File: config.mk
export PLATFORM = sky130hd
export DESIGN_NAME = ewc_collector
export DESIGN_NICKNAME = d
export VERILOG_FILES = /design/src/rtl/ewc_pkg.sv /design/src/rtl/ewc_sync.sv /design/src/rtl/ewc_sampler.sv /design/src/rtl/ewc_assembler.sv /design/src/rtl/ewc_debug.sv /design/src/rtl/ewc_cfg.sv /design/src/rtl/ewc_collector.sv
export SDC_FILE = /design/constraint.sdc
export NUM_CORES = 1
export LEC_CHECK = 0
export ABC_AREA = 0
export BUFFER_PORTS_ARGS = -buffer_cell sky130_fd_sc_hd__buf_2
export CORE_AREA = 2 2 154 156
export DETAILED_ROUTE_END_ITERATION = 10
export DIE_AREA = 0 0 156 158
export GPL_TIMING_DRIVEN = 1
export PLACE_DENSITY = 0.75
export SYNTH_ARGS = -nofsm -noshare
export SYNTH_HDL_FRONTEND = slang
export SYNTH_HIERARCHICAL = 1
export SYNTH_SLANG_ARGS = --single-unit
export TNS_END_PERCENT = 1
File: constraint.sdc
create_clock -name clk -period 2.4 [get_ports clk]
set_clock_uncertainty 0.05 [all_clocks]
set_input_delay 0.36 -clock clk [delete_from_list [all_inputs] [get_ports clk]]
set_output_delay 0.36 -clock clk [all_outputs]
set_load 0.01 [all_outputs]
File: src/rtl/ewc_pkg.sv
package ewc_pkg;
  localparam int SAMP_CNT_W = 8;
  localparam int BIT_CNT_W  = 8;
  localparam int DBG_CNT_W  = 32;
  localparam int WARM_CNT_W = 32;

  typedef enum logic [1:0] {
    CFG_ENABLE = 2'd0,
    CFG_OP_A   = 2'd1,
    CFG_OP_B   = 2'd2
  } cfg_sel_e;
endpackage

File: src/rtl/ewc_sync.sv
module ewc_sync #(
  parameter int W = 32
) (
  input  logic         clk,
  input  logic         rst_n,
  input  logic [W-1:0] d,
  output logic [W-1:0] q
);
  for (genvar i = 0; i < W; i++) begin : g_bit
    logic meta_q;
    logic stab_q;
    always_ff @(posedge clk or negedge rst_n) begin
      if (!rst_n) begin
        meta_q <= 1'b0;
        stab_q <= 1'b0;
      end else begin
        meta_q <= d[i];
        stab_q <= meta_q;
      end
    end
    assign q[i] = stab_q;
  end
endmodule

File: src/rtl/ewc_sampler.sv
module ewc_sampler
  import ewc_pkg::*;
#(
  parameter int              NUM_OSC       = 32,
  parameter int              SAMPLE_WRAP   = 200,
  parameter logic [31:0]     WARMUP_CYCLES = 32'd1000
) (
  input  logic                  clk,
  input  logic                  rst_n,
  input  logic                  enable,
  input  logic [NUM_OSC-1:0]    osc_sync,
  output logic                  samp_tick,
  output logic                  samp_bit,
  output logic                  warm_done,
  output logic [SAMP_CNT_W-1:0] samp_cnt,
  output logic [WARM_CNT_W-1:0] warm_cnt
);
  localparam logic [SAMP_CNT_W-1:0] WRAP_LAST = SAMP_CNT_W'(SAMPLE_WRAP - 1);

  logic [SAMP_CNT_W-1:0] cnt_q, cnt_d;
  logic [WARM_CNT_W-1:0] warm_q, warm_d;
  logic                  tick_q, tick_d;
  logic                  bit_q, bit_d;
  logic                  wrap;

  always_comb begin
    wrap   = (cnt_q == WRAP_LAST);
    cnt_d  = cnt_q;
    tick_d = 1'b0;
    bit_d  = bit_q;
    warm_d = warm_q;
    if (!enable) begin
      cnt_d = '0;
    end else if (wrap) begin
      cnt_d  = '0;
      tick_d = 1'b1;
      bit_d  = ^osc_sync;
      if (warm_q != '0) warm_d = warm_q - WARM_CNT_W'(1);
    end else begin
      cnt_d = cnt_q + SAMP_CNT_W'(1);
    end
  end

  always_ff @(posedge clk or negedge rst_n) begin
    if (!rst_n) begin
      cnt_q  <= '0;
      tick_q <= 1'b0;
      bit_q  <= 1'b0;
      warm_q <= WARMUP_CYCLES;
    end else begin
      cnt_q  <= cnt_d;
      tick_q <= tick_d;
      bit_q  <= bit_d;
      warm_q <= warm_d;
    end
  end

  assign samp_tick = tick_q;
  assign samp_bit  = bit_q;
  assign warm_done = (warm_q == '0);
  assign samp_cnt  = cnt_q;
  assign warm_cnt  = warm_q;
endmodule

File: src/rtl/ewc_assembler.sv
module ewc_assembler
  import ewc_pkg::*;
#(
  parameter int WORD_W = 32
) (
  input  logic                 clk,
  input  logic                 rst_n,
  input  logic                 enable,
  input  logic                 samp_tick,
  input  logic                 samp_bit,
  input  logic                 warm_done,
  input  logic                 ack,
  output logic [WORD_W-1:0]    word_out,
  output logic                 word_valid,
  output logic                 word_deliver,
  output logic [BIT_CNT_W-1:0] bit_cnt
);
  localparam logic [BIT_CNT_W-1:0] LAST_BIT = BIT_CNT_W'(WORD_W - 1);

  logic [WORD_W-1:0]    shift_q, shift_d;
  logic [WORD_W-1:0]    word_q, word_d;
  logic                 valid_q, valid_d;
  logic [BIT_CNT_W-1:0] cnt_q, cnt_d;
  logic                 deliver;

  always_comb begin
    shift_d = shift_q;
    word_d  = word_q;
    valid_d = valid_q;
    cnt_d   = cnt_q;
    deliver = 1'b0;
    if (!enable) begin
      cnt_d   = '0;
      valid_d = 1'b0;
    end else begin
      if (valid_q && ack) valid_d = 1'b0;
      if (samp_tick) begin
        shift_d = {shift_q[WORD_W-2:0], samp_bit};
        if (cnt_q == LAST_BIT) begin
          cnt_d = '0;
          if (warm_done) begin
            deliver = 1'b1;
            word_d  = shift_d;
            valid_d = 1'b1;
          end
        end else begin
          cnt_d = cnt_q + BIT_CNT_W'(1);
        end
      end
    end
  end

  always_ff @(posedge clk or negedge rst_n) begin
    if (!rst_n) begin
      shift_q <= '0;
      word_q  <= '0;
      valid_q <= 1'b0;
      cnt_q   <= '0;
    end else begin
      shift_q <= shift_d;
      word_q  <= word_d;
      valid_q <= valid_d;
      cnt_q   <= cnt_d;
    end
  end

  assign word_out     = word_q;
  assign word_valid   = valid_q;
  assign word_deliver = deliver;
  assign bit_cnt      = cnt_q;
endmodule

File: src/rtl/ewc_debug.sv
module ewc_debug
  import ewc_pkg::*;
#(
  parameter int          DBG_W       = 8,
  parameter logic [31:0] DEBUG_DELAY = 32'd100000
) (
  input  logic             clk,
  input  logic             rst_n,
  input  logic [DBG_W-1:0] src,
  output logic [DBG_W-1:0] dbg_byte,
  output logic             dbg_upd
);
  localparam logic [DBG_CNT_W-1:0] DLY_LAST = DBG_CNT_W'(DEBUG_DELAY - 32'd1);

  logic [DBG_CNT_W-1:0] cnt_q, cnt_d;
  logic [DBG_W-1:0]     byte_q, byte_d;
  logic                 upd_q, upd_d;

  always_comb begin
    byte_d = byte_q;
    upd_d  = 1'b0;
    if (cnt_q == DLY_LAST) begin
      cnt_d  = '0;
      byte_d = src;
      upd_d  = 1'b1;
    end else begin
      cnt_d = cnt_q + DBG_CNT_W'(1);
    end
  end

  always_ff @(posedge clk or negedge rst_n) begin
    if (!rst_n) begin
      cnt_q  <= '0;
      byte_q <= '0;
      upd_q  <= 1'b0;
    end else begin
      cnt_q  <= cnt_d;
      byte_q <= byte_d;
      upd_q  <= upd_d;
    end
  end

  assign dbg_byte = byte_q;
  assign dbg_upd  = upd_q;
endmodule

File: src/rtl/ewc_cfg.sv
module ewc_cfg
  import ewc_pkg::*;
#(
  parameter int            OP_W     = 32,
  parameter logic [OP_W-1:0] DEF_OP_A = '0,
  parameter logic [OP_W-1:0] DEF_OP_B = '0
) (
  input  logic            clk,
  input  logic            rst_n,
  input  logic            wr,
  input  logic [1:0]      sel,
  input  logic [OP_W-1:0] wdata,
  output logic [OP_W-1:0] op_a,
  output logic [OP_W-1:0] op_b,
  output logic            enable
);
  logic [OP_W-1:0] a_q, a_d, b_q, b_d;
  logic            en_q, en_d;

  always_comb begin
    a_d  = a_q;
    b_d  = b_q;
    en_d = en_q;
    if (wr) begin
      case (cfg_sel_e'(sel))
        CFG_ENABLE: en_d = wdata[0];
        CFG_OP_A:   a_d  = wdata;
        CFG_OP_B:   b_d  = wdata;
        default:    ;
      endcase
    end
  end

  always_ff @(posedge clk or negedge rst_n) begin
    if (!rst_n) begin
      a_q  <= DEF_OP_A;
      b_q  <= DEF_OP_B;
      en_q <= 1'b1;
    end else begin
      a_q  <= a_d;
      b_q  <= b_d;
      en_q <= en_d;
    end
  end

  assign op_a   = a_q;
  assign op_b   = b_q;
  assign enable = en_q;
endmodule

File: src/rtl/ewc_collector.sv
module ewc_collector
  import ewc_pkg::*;
#(
  parameter int              NUM_OSC       = 32,
  parameter int              WORD_W        = 32,
  parameter int              DBG_W         = 8,
  parameter int              OP_W          = 32,
  parameter int              SAMPLE_WRAP   = 200,
  parameter logic [31:0]     WARMUP_CYCLES = 32'd1000,
  parameter logic [31:0]     DEBUG_DELAY   = 32'd100000,
  parameter logic [OP_W-1:0] DEF_OP_A      = 32'haaaa_aaaa,
  parameter logic [OP_W-1:0] DEF_OP_B      = 32'h5555_5555
) (
  input  logic               clk,
  input  logic               rst_n,
  input  logic [NUM_OSC-1:0] osc_in,
  input  logic               cfg_wr,
  input  logic [1:0]         cfg_sel,
  input  logic [OP_W-1:0]    cfg_wdata,
  output logic [OP_W-1:0]    op_a,
  output logic [OP_W-1:0]    op_b,
  output logic               osc_enable,
  output logic [WORD_W-1:0]  word_out,
  output logic               word_valid,
  input  logic               word_ack,
  output logic [DBG_W-1:0]   dbg_byte,
  output logic               dbg_upd
);
  logic [NUM_OSC-1:0]    osc_sync;
  logic                  samp_tick;
  logic                  samp_bit;
  logic                  warm_done;
  logic [SAMP_CNT_W-1:0] samp_cnt;
  logic [WARM_CNT_W-1:0] warm_cnt;
  logic                  word_deliver;
  logic [BIT_CNT_W-1:0]  bit_cnt;

  ewc_cfg #(.OP_W(OP_W), .DEF_OP_A(DEF_OP_A), .DEF_OP_B(DEF_OP_B)) u_cfg (
    .clk(clk), .rst_n(rst_n), .wr(cfg_wr), .sel(cfg_sel), .wdata(cfg_wdata),
    .op_a(op_a), .op_b(op_b), .enable(osc_enable)
  );

  ewc_sync #(.W(NUM_OSC)) u_sync (
    .clk(clk), .rst_n(rst_n), .d(osc_in), .q(osc_sync)
  );

  ewc_sampler #(
    .NUM_OSC(NUM_OSC), .SAMPLE_WRAP(SAMPLE_WRAP), .WARMUP_CYCLES(WARMUP_CYCLES)
  ) u_sampler (
    .clk(clk), .rst_n(rst_n), .enable(osc_enable), .osc_sync(osc_sync),
    .samp_tick(samp_tick), .samp_bit(samp_bit), .warm_done(warm_done),
    .samp_cnt(samp_cnt), .warm_cnt(warm_cnt)
  );

  ewc_assembler #(.WORD_W(WORD_W)) u_asm (
    .clk(clk), .rst_n(rst_n), .enable(osc_enable), .samp_tick(samp_tick),
    .samp_bit(samp_bit), .warm_done(warm_done), .ack(word_ack),
    .word_out(word_out), .word_valid(word_valid),
    .word_deliver(word_deliver), .bit_cnt(bit_cnt)
  );

  ewc_debug #(.DBG_W(DBG_W), .DEBUG_DELAY(DEBUG_DELAY)) u_dbg (
    .clk(clk), .rst_n(rst_n), .src(word_out[DBG_W-1:0]),
    .dbg_byte(dbg_byte), .dbg_upd(dbg_upd)
  );
endmodule

* After elaboration in Yosys (flattened, before gate mapping)
Index checks and enable logic that the tools add are counted.
** Storage, ports and cells
- Register bits :: 284
- Latch bits :: 0
- Memory bits (writable) :: 0
- ROM bits :: 0
- Output and inout port bits :: 107
- Memories :: 0
** Cells by class
- Add/subtract/negate cells :: 4
- Multipliers :: 0
- Div/mod/pow operators :: 0
- Order comparisons :: 0
- Eq/ne operators :: 6
- Shifts and indexed selects :: 0
- Muxes and demuxes :: 14
- Bitwise gates (word level) :: 0
- Reduce and logical (&&, ||, !) cells :: 12
** Operator list (count)
- $mux W8 :: 5
- $add A32 B1 Y32 const B :: 1
- $eq A32 B17 Y1 const B :: 1
- $logic_not A32 Y1 :: 1
- $mux W32 :: 1
- $reduce_bool A32 Y1 :: 1
- $reduce_xor A32 Y1 :: 1
- $sub A32 B1 Y32 const B :: 1
- $add A8 B1 Y8 const B :: 2
- $reduce_and A2 Y1 :: 5
- $eq A8 B5 Y1 const B :: 1
- $eq A8 B8 Y1 const B :: 1
- $mux W1 :: 8
- $reduce_and A4 Y1 :: 1
- $reduce_and A3 Y1 :: 1
- $eq A2 B1 Y1 const B :: 1
- $eq A2 B2 Y1 const B :: 1
- $logic_not A2 Y1 :: 1
- $ne A2 B1 Y1 const B :: 1
- $logic_and A1 B1 Y1 :: 1

* Depth between registers and ports, before layout
Gate-level depths: netlist (run 1).
- Depth in word-level cells :: 6
- Mapped depth :: 9
- Mapped depth without buffers :: 8

* Cells and area by module
Netlist (run 1), hierarchy kept.
** By module, submodules not included
- ewc_assembler :: times used 1, cells an instance 180, area each 2807.7 sq um, sequential area each 1801.7 sq um
- ewc_cfg :: times used 1, cells an instance 139, area each 2642.5 sq um, sequential area each 1667.8 sq um
- ewc_sampler :: times used 1, cells an instance 215, area each 2334.7 sq um, sequential area each 1058.5 sq um
- ewc_debug :: times used 1, cells an instance 178, area each 1948.1 sq um, sequential area each 1026.0 sq um
- ewc_sync :: times used 1, cells an instance 96, area each 1841.8 sq um, sequential area each 1601.5 sq um

* Worst setup path after synthesis (run 1)
Ideal clock, no wire load.
- Kind :: register -> register
- Start point :: register u_sampler.warm_q[17] (netlist: u_sampler/warm_cnt[17])
- End point :: register u_asm.word_q[10] (netlist: u_asm/word_out[10])
- Setup time :: 0.125 ns
- Arrival time :: 2.468 ns
- Data required time :: 2.225 ns
- Slack :: -0.243 ns
- Cell stages (with the launch flop) :: 8
- Path through :: dfrtp_1 -> nor4_1 -> nand2_1 -> nor4_1 -> nand3_1 -> nor3_4 -> buf_6 -> mux2_2
** Between the ends
- Cells in the longest elaborated chain, start to end :: 2
** RTL lines
- start: declaration :: RTL line ewc_sampler.sv:21 : logic [WARM_CNT_W-1:0] warm_q, warm_d;
- start signal: assignment :: RTL line ewc_sampler.sv:54 : warm_q <= warm_d;
- $logic_not A32 Y1 :: RTL line ewc_sampler.sv:60 : assign warm_done = (warm_q == '0);
- net warm_done :: RTL line ewc_collector.sv:32 : logic warm_done;
- $reduce_and A4 Y1 (no source line)
- end signal: assignment :: RTL line ewc_assembler.sv:61 : word_q <= word_d;
- end: declaration :: RTL line ewc_assembler.sv:21 : logic [WORD_W-1:0] word_q, word_d;
The timed path passes the listed nets, and every way through them passes these cells.
A chain may end at the register's enable or synchronous reset.

* Final worst setup path (run 1)
- Start point :: register u_sampler.warm_q[25] (netlist: u_sampler/warm_cnt[25])
- End point :: register u_asm.word_q[28] (netlist: u_asm/word_out[28])
The elaborated chain is that of the path after synthesis.

==> results of run 1 <==
power breakdown:
part           switching (W)  leakage (nW)  internal (W)  total, W
clock                0.00189         0.533       0.00315   0.00504
sequential          0.000155          3.60       0.00514   0.00530
combinational       0.000541          3.05      0.000580   0.00112
total                0.00258          7.18       0.00887    0.0115
state kept, by name, summed over array words and instances, names as in the netlist:
register / flops
u_sync/g_bit.meta_q: 32
u_asm/shift_q: 31
u_cfg/op_a: 32
u_cfg/enable: 1
u_sampler/warm_cnt: 32
u_sync/g_bit.stab_q: 32
u_asm/word_valid: 1
u_dbg/dbg_upd: 1
u_sampler/samp_tick: 1
u_cfg/op_b: 32
u_asm/bit_cnt: 8
u_sampler/samp_cnt: 8
u_dbg/dbg_byte: 8
u_asm/word_out: 32
u_dbg/cnt_q: 32
u_sampler/samp_bit: 1
placed cells by master, fill, tap and decap left out, types with 3 or more instances in the layout:
cell,netlist,final
sky130_fd_sc_hd__xor2_1,26,26
sky130_fd_sc_hd__nor3_2,5,6
sky130_fd_sc_hd__clkbuf_8,3,6
sky130_fd_sc_hd__o21ai_0,10,10
sky130_fd_sc_hd__nor4_4,1,5
sky130_fd_sc_hd__ha_1,4,3
sky130_fd_sc_hd__dfstp_2,39,39
sky130_fd_sc_hd__nand2b_1,4,4
sky130_fd_sc_hd__nand2_1,36,33
sky130_fd_sc_hd__a21oi_1,8,8
sky130_fd_sc_hd__bufinv_16,0,7
sky130_fd_sc_hd__buf_4,32,37
sky130_fd_sc_hd__or4_1,5,5
sky130_fd_sc_hd__dfrtp_1,245,245
sky130_fd_sc_hd__nand3_1,26,25
sky130_fd_sc_hd__inv_1,7,6
sky130_fd_sc_hd__mux2_2,104,87
sky130_fd_sc_hd__mux2_4,32,49
sky130_fd_sc_hd__nand2_2,1,3
sky130_fd_sc_hd__buf_2,5,175
sky130_fd_sc_hd__nand4_1,14,14
sky130_fd_sc_hd__dlygate4sd3_1,0,54
sky130_fd_sc_hd__buf_12,0,5
sky130_fd_sc_hd__nor2b_1,4,4
sky130_fd_sc_hd__nor4_2,3,5
sky130_fd_sc_hd__clkinvlp_4,0,3
sky130_fd_sc_hd__nor2_1,30,29
sky130_fd_sc_hd__nor4b_1,3,3
sky130_fd_sc_hd__xnor2_1,66,66
sky130_fd_sc_hd__clkbuf_16,0,30
sky130_fd_sc_hd__and3_1,7,7
sky130_fd_sc_hd__clkinv_2,0,6
sky130_fd_sc_hd__nor4_1,22,16
sky130_fd_sc_hd__nor3_1,11,10
stage by stage:
step           setup TNS [ps]  std cells  instance area [µm²]
3_5_place_dp            -1830       1263                12800
6_report                -10.6       1377                14700
4_1_cts                     0       1375                14600
3_3_place_gp            -1970       1263                12800
2_1_floorplan               0        808                11600
5_1_grt                 -2200       1377                14700
cell families (layout without fill, tap and decap cells):
logic type,after synthesis,in the layout
mux,138,138
compound gates,30,30
simple gates,201,201
flops,284,284
buf+inv,59,338
xor+xnor,92,92
fa+ha+maj,4,4
routing by layer:
metal | vias to the layer above | wire length, µm | global-route usage
met5 | - | 0 | 0
met1 | 3582 | 10200 | 0.253
met2 | 211 | 11900 | 0.335
met3 | 46 | 1620 | 0.0504
met4 | 0 | 582 | 0.0651
li1 | 3304 | - | -
critical path: stages, from the launching register on:
cell                        delay [ps]
sky130_fd_sc_hd__dfrtp_1           400
sky130_fd_sc_hd__nor4_2            350
sky130_fd_sc_hd__nand2_1           160
sky130_fd_sc_hd__nor4_4            270
sky130_fd_sc_hd__nand3_2           140
sky130_fd_sc_hd__nor3_4            260
sky130_fd_sc_hd__buf_6             180
sky130_fd_sc_hd__clkbuf_16         160
sky130_fd_sc_hd__mux2_4            310
cell type report:
cell class	count	area, µm²	area share
clock buffers	36	812	0.0553
multi-input cells	465	4170	0.283
flip-flops and latches	284	7160	0.487
well taps	290	363	0.0247
clock inverters	18	280	0.0191
inverters	8	35.0	0.00238
repair buffers	276	1880	0.128
how the worst min path moves through the flow:
stage,from,to,cells after the start,slack [ps]
finish,cfg_wdata[5],u_cfg/op_a[5],2,20
global route,cfg_wdata[5],u_cfg/op_a[5],2,6
CTS,cfg_wdata[6],u_cfg/op_a[6],2,0.7
detailed placement,u_sync/g_bit[22].meta_q,u_sync/g_bit[22].stab_q,0,280
global placement,u_sync/g_bit[28].meta_q,u_sync/g_bit[28].stab_q,0,280
floorplan,rst_n,u_asm/bit_cnt[0],0,10
what timing repair did:
item | in CTS | in global routing
setup endpoints to repair | 32 | 38
hold buffers | 54 | 0
pin swaps | 3 | 6
cloned | 2 | 1
endpoints found under the hold margin | 128 | 0
gates resized for setup | 15 | 21
buffers inserted | 2 | 2
==> qor.txt, run 1 <==
====================================================================================================
Outcome ............................................................................... finished with violations
Violated checks ....................................................................... negative setup slack
CP Data Arrival Time ..................................................................      2770 ps
Utilization after layout ..............................................................        0.637
Effective utilization at floorplan ....................................................        0.502
Post-synth design cell area ...........................................................   0.0116 mm²
Initial drt markers ...................................................................          320
Worst setup path end .................................................................. u_asm/word_out[28]
CP Launch Type ........................................................................    flip-flop
Yosys warning count ...................................................................            6
All-Layer GR Usage ....................................................................        0.199
Max H-tree Level ......................................................................            1
Dpl ws ................................................................................     -68.1 ps
Worst R2R Path Depth ..................................................................            8
Headroom to the max-slew limit ........................................................        0.620
Num CTS Buffers .......................................................................           29
Synth Net Count .......................................................................          882
Endpoint class of the critical path ...................................................    flip-flop
Clock-pin slew reported for the worst setup and hold paths after clock tree synthesis .        60 ps
Flip-flop and latch count after synthesis .............................................          284
Leading post-synthesis cells by cell area ............................................. sky130_fd_sc_hd__dfrtp_1, sky130_fd_sc_hd__mux2_2, sky130_fd_sc_hd__dfstp_2, sky130_fd_sc_hd__xnor2_1, sky130_fd_sc_hd__mux2_4
Combinational family with the most area after synthesis ............................... multiplexers
Count of cell types in the netlist ....................................................           65
Clock network latency to the later pin of the worst-skew pair .........................       540 ps
Area added between synthesis and finish ...............................................        27.0%
Setup repair after global routing missed its margin ...................................          yes
Die outline area ......................................................................   0.0246 mm²
Overflow after GRT ....................................................................            0
Reg2Reg Launch Point .................................................................. u_sampler/warm_cnt[25]
Area of the placeable core ............................................................   0.0231 mm²
HPWL after DPL ........................................................................     15000 µm
Sequential element share of the synthesized area ......................................        0.618
Die Y-Extent ..........................................................................       158 µm
Number of max-cap violations ..........................................................            0
Final Slew Violations .................................................................            0
Final Hold Fails ......................................................................            0
Power Density .........................................................................   780 mW/mm²
Compound-Gate Fraction of Synth Area ..................................................       0.0190
Register-to-register setup slack ......................................................       -10 ps
Leakage ...............................................................................      7.18 nW
Number of antenna diodes ..............................................................            0
Count of TritonRoute iterations in the first routing pass .............................            5
Largest net degree at the start of global routing .....................................           73
Average routed wire per standard cell .................................................      17.7 µm
Placement row count ...................................................................           56
Final Cycle Share .....................................................................         1.00
Minimum clock period ..................................................................      2410 ps
Largest vdd supply drop ...............................................................     0.645 mV
Worst r2r dst ......................................................................... u_asm/word_out[28]
Yosys top cell area share .............................................................        0.530
Basic-gate share of the synthesized area counting and, or, nand and nor cells .........        0.107
Classification of the worst setup path ................................................      reg2reg
Routability cong. .....................................................................        0.800
Worst Hold Class ......................................................................       in2reg
Buffer type at the clock tree root .................................................... sky130_fd_sc_hd__clkbuf_16
Area share of fa/ha/maj cells after synthesis .........................................      0.00432
CTS tree ..............................................................................          yes
Peak clock frequency supported by timing ..............................................    0.415 GHz
Post-synthesis cell count .............................................................          808
Biggest area consumer among synthesized cells ......................................... sky130_fd_sc_hd__dfrtp_1
Critical-path maximum fanout ..........................................................            4
Worst hold slack ......................................................................      18.8 ps
Post-synthesis xor/xnor area fraction .................................................       0.0696
IO Count ..............................................................................          177
Routed vias ...........................................................................         7143
Commonest cells in the synthesized netlist ............................................ sky130_fd_sc_hd__dfrtp_1, sky130_fd_sc_hd__mux2_2, sky130_fd_sc_hd__xnor2_1
Power consumption .....................................................................     0.0115 W
Number of global-route vias before repair .............................................         7622
Portion of netlist area occupied by mux cells .........................................        0.144
Source of the critical timing path .................................................... u_sampler/warm_cnt[25]
Via/cell ratio ........................................................................         5.19
Fill cell instance count of the final layout ..........................................         1629
Final routed wirelength across all metal layers .......................................     24400 µm
Endpoints failing setup ...............................................................            1
Worst Tran Pin Value ..................................................................       570 ps
Antenna viol nets, final ..............................................................            0
DR DRC count ..........................................................................            0
Worst EP required .....................................................................      2760 ps
Die X .................................................................................       156 µm
# port buffers ........................................................................          176
Fraction of layout instances using a drive strength above 1 ...........................        0.459
Dominant synthesized flop cell ........................................................ sky130_fd_sc_hd__dfrtp_1
Count of nets after finishing .........................................................         1138
Mean instance size in the synthesized netlist .........................................     14.3 µm²
Number of antenna violations at the first check in global routing .....................            0
Buffer levels on the longest clock path ...............................................            3
# clock sinks .........................................................................          284
First-pass GRT wire length ............................................................     39100 µm
Setup slack of the critical path after layout .........................................     -10.6 ps
Share of flip-flops with an asynchronous set or reset after synthesis .................         1.00
Post-synth EDFFs ......................................................................            0
Top-count cell post-synth ............................................................. sky130_fd_sc_hd__dfrtp_1
====================================================================================================
Note: power is estimated with default switching activity, not from simulation.
==> run 2: changes to the inputs <==
Settings changed: BUFFER_PORTS_ARGS -buffer_cell sky130_fd_sc_hd__buf_2 to -buffer_cell sky130_fd_sc_hd__buf_4, CELL_PAD_IN_SITES_DETAIL_PLACEMENT set to 1, CELL_PAD_IN_SITES_GLOBAL_PLACEMENT set to 1, CORE_AREA 2 2 154 156 to 2 2 170 172, CTS_BUF_LIST set to sky130_fd_sc_hd__clkbuf_4 sky130_fd_sc_hd__clkbuf_8 sky130_fd_sc_hd__clkbuf_16, DIE_AREA 0 0 156 158 to 0 0 172 174, PLACE_DENSITY 0.75 to not set, PLACE_DENSITY_LB_ADDON set to 0.1.
==> qor.txt, run 2 (synthesized netlist as in run 1, its figures left out) <==
====================================================================================================
CTS tree ..............................................................................          yes
DR DRC count ..........................................................................            0   unchanged
Minimum clock period ..................................................................      2410 ps   -5.18 ps
Average routed wire per standard cell .................................................      17.3 µm   -2.4%
# port buffers ........................................................................          176   unchanged
Effective utilization at floorplan ....................................................        0.410   -0.0922
Reg area ..............................................................................  0.00716 mm²   about the same
Worst Hold Class ......................................................................       in2reg
Overflow after GRT ....................................................................            0   unchanged
CP Launch Type ........................................................................    flip-flop
Critical-path maximum fanout ..........................................................            7   +3
Multi-input combinational cell area ...................................................  0.00417 mm²   about the same
Worst Tran Pin Value ..................................................................       523 ps   -46.7 ps
Count of nets after finishing .........................................................         1160   +1.9%
Max H-tree Level ......................................................................            1   unchanged
Routability cong. .....................................................................        0.718   -10%
Buffer levels on the longest clock path ...............................................            3   unchanged
Final standard cell count with taps included and fillers excluded .....................         1491   +8.3%
Number of antenna diodes ..............................................................            0   unchanged
Area of the placeable core ............................................................   0.0282 mm²   +22%
Largest vdd supply drop ...............................................................     0.538 mV   -17%
Via/cell ratio ........................................................................         4.81   -7.3%
Largest net degree at the start of global routing .....................................           66   -9.6%
Routed vias ...........................................................................         7171   +0.39%
Initial drt markers ...................................................................          238   -26%
Final Hold Fails ......................................................................            0   unchanged
Area added between synthesis and finish ...............................................        32.7%
Placed insts ..........................................................................         1366   +8.2%
# clock sinks .........................................................................          284   unchanged
Worst r2r dst ......................................................................... u_asm/word_out[16]
Final routed wirelength across all metal layers .......................................     25700 µm   +5.6%
Antenna viol nets, final ..............................................................            0   unchanged
Peak clock frequency supported by timing ..............................................    0.416 GHz   +0.22%
Utilization after layout ..............................................................        0.544   -0.0937
Reg2Reg Launch Point .................................................................. u_sampler/warm_cnt[6]
Clock-pin slew reported for the worst setup and hold paths after clock tree synthesis .        60 ps   about the same
Fraction of layout instances using a drive strength above 1 ...........................        0.463   +0.00345
Buffer type at the clock tree root .................................................... sky130_fd_sc_hd__clkbuf_16
Violated checks ....................................................................... negative setup slack
Final Cycle Share .....................................................................         1.00   -0.00216
Worst R2R Path Depth ..................................................................            9   +1
Destination of the worst hold path .................................................... u_cfg/op_b[10]
Headroom to the max-slew limit ........................................................        0.651   +0.0311
All-Layer GR Usage ....................................................................        0.177   -0.0215
Count of cells along the worst hold path ..............................................            2   unchanged
Highest-count cells in the layout ignoring fill and taps .............................. sky130_fd_sc_hd__dfrtp_1, sky130_fd_sc_hd__buf_4, sky130_fd_sc_hd__mux2_2
HPWL after DPL ........................................................................     16800 µm   +12%
Number of global-route vias before repair .............................................         7938   +4.1%
Endpoint class of the critical path ...................................................    flip-flop
Num CTS Buffers .......................................................................           31   +6.9%
Die Y-Extent ..........................................................................       174 µm   +10%
Final Slew Violations .................................................................            0   unchanged
Clock network latency to the later pin of the worst-skew pair .........................       540 ps   about the same
Register-to-register setup slack ......................................................        -5 ps   about the same
First-pass GRT wire length ............................................................     42600 µm   +8.9%
Most frequent standard cell in the layout excluding fill and tap cells ................ sky130_fd_sc_hd__dfrtp_1
Power Density .........................................................................   732 mW/mm²   -6.1%
Hold path startpoint .................................................................. cfg_wdata[10]
Setup slack of the critical path after layout .........................................     -5.46 ps   +5.18 ps
Setup repair after global routing missed its margin ...................................          yes
Number of max-cap violations ..........................................................            0   unchanged
Classification of the worst setup path ................................................      reg2reg
Fill cell instance count of the final layout ..........................................         2851   +75%
Worst hold slack ......................................................................      25.5 ps   +6.69 ps
IO Count ..............................................................................          177   unchanged
Count of TritonRoute iterations in the first routing pass .............................            4   -1
Worst EP required .....................................................................      2770 ps   about the same
Post-route cell area ..................................................................   0.0154 mm²   +4.5%
CP Data Arrival Time ..................................................................      2780 ps   about the same
Outcome ............................................................................... finished with violations
Placed instance area ..................................................................   0.0135 mm²   +4.9%
Die outline area ......................................................................   0.0299 mm²   +21%
Number of antenna violations at the first check in global routing .....................            0   unchanged
Die X .................................................................................       172 µm   +10%
Endpoints failing setup ...............................................................            3   +2
Leakage ...............................................................................      7.36 nW   +2.5%
Placement row count ...................................................................           62   +11%
Total negative setup slack ............................................................     -7.35 ps   +3.29 ps
====================================================================================================
## run 2: power breakdown
part / internal (W) / switching (W)
Combinational: 0.000731 / 0.000528
Sequential: 0.00514 / 0.000155
Clock: 0.00285 / 0.00184
Total: 0.00872 / 0.00252
## run 2: worst max path at each step
| stage | cells past startpoint | startpoint | slack [ps] | endpoint |
|---|---|---|---|---|
| finish | 9 | u_sampler/warm_cnt[6] | -5 | u_asm/word_out[16] |
| global route | 9 | u_sampler/warm_cnt[6] | -150 | u_asm/word_out[27] |
| CTS | 10 | u_sampler/warm_cnt[1] | -10 | u_asm/word_out[25] |
| detailed placement | 8 | u_sampler/warm_cnt[7] | -150 | u_asm/word_out[4] |
| global placement | 8 | u_sampler/warm_cnt[7] | -150 | u_asm/word_out[19] |
| floorplan | 7 | u_sampler/warm_cnt[19] | 20 | u_asm/word_out[10] |
## run 2: critical path, stage by stage, from the launching register on
cell                      delay, ps
sky130_fd_sc_hd__dfstp_2        380
sky130_fd_sc_hd__nor4_4         260
sky130_fd_sc_hd__buf_4          160
sky130_fd_sc_hd__nand2_2         60
sky130_fd_sc_hd__nor4_4         370
sky130_fd_sc_hd__nand3_2        130
sky130_fd_sc_hd__nor3_4         250
sky130_fd_sc_hd__buf_6          180
sky130_fd_sc_hd__buf_12         140
sky130_fd_sc_hd__mux2_4         300
## run 2: repair_timing
item                       4_1_cts  5_1_grt
gates resized for setup         13       28
setup endpoints to repair       32       37
hold endpoints to repair       140        0
buffers inserted                 5        2
cloned                           2        0
hold buffers                    63        0
pin swaps                        4        8
## run 2: area by class of cell
type | count | share of cell area
clock buffer | 47 | 0.0628
clock inverter | 7 | 0.00424
inverter | 8 | 0.00228
multi-input combinational | 465 | 0.271
sequential | 284 | 0.466
tap | 384 | 0.0313
timing repair buffer | 296 | 0.162
## run 2: per-stage QoR
stage / power [W] / worst slack, ps
floorplan: 0.00594 / 23.8
global placement: 0.00654 / -150
detailed placement: 0.00656 / -151
CTS: 0.0114 / -13.4
global route: 0.0118 / -155
finish: 0.0112 / -5.46
## run 2: per-layer routing
layer,vias to the layer above,global-route usage,part of all wire
li1,3331,-,-
met1,3656,0.225,0.42
met2,161,0.296,0.49
met3,23,0.0622,0.078
met4,0,0.0305,0.011
met5,-,0,0
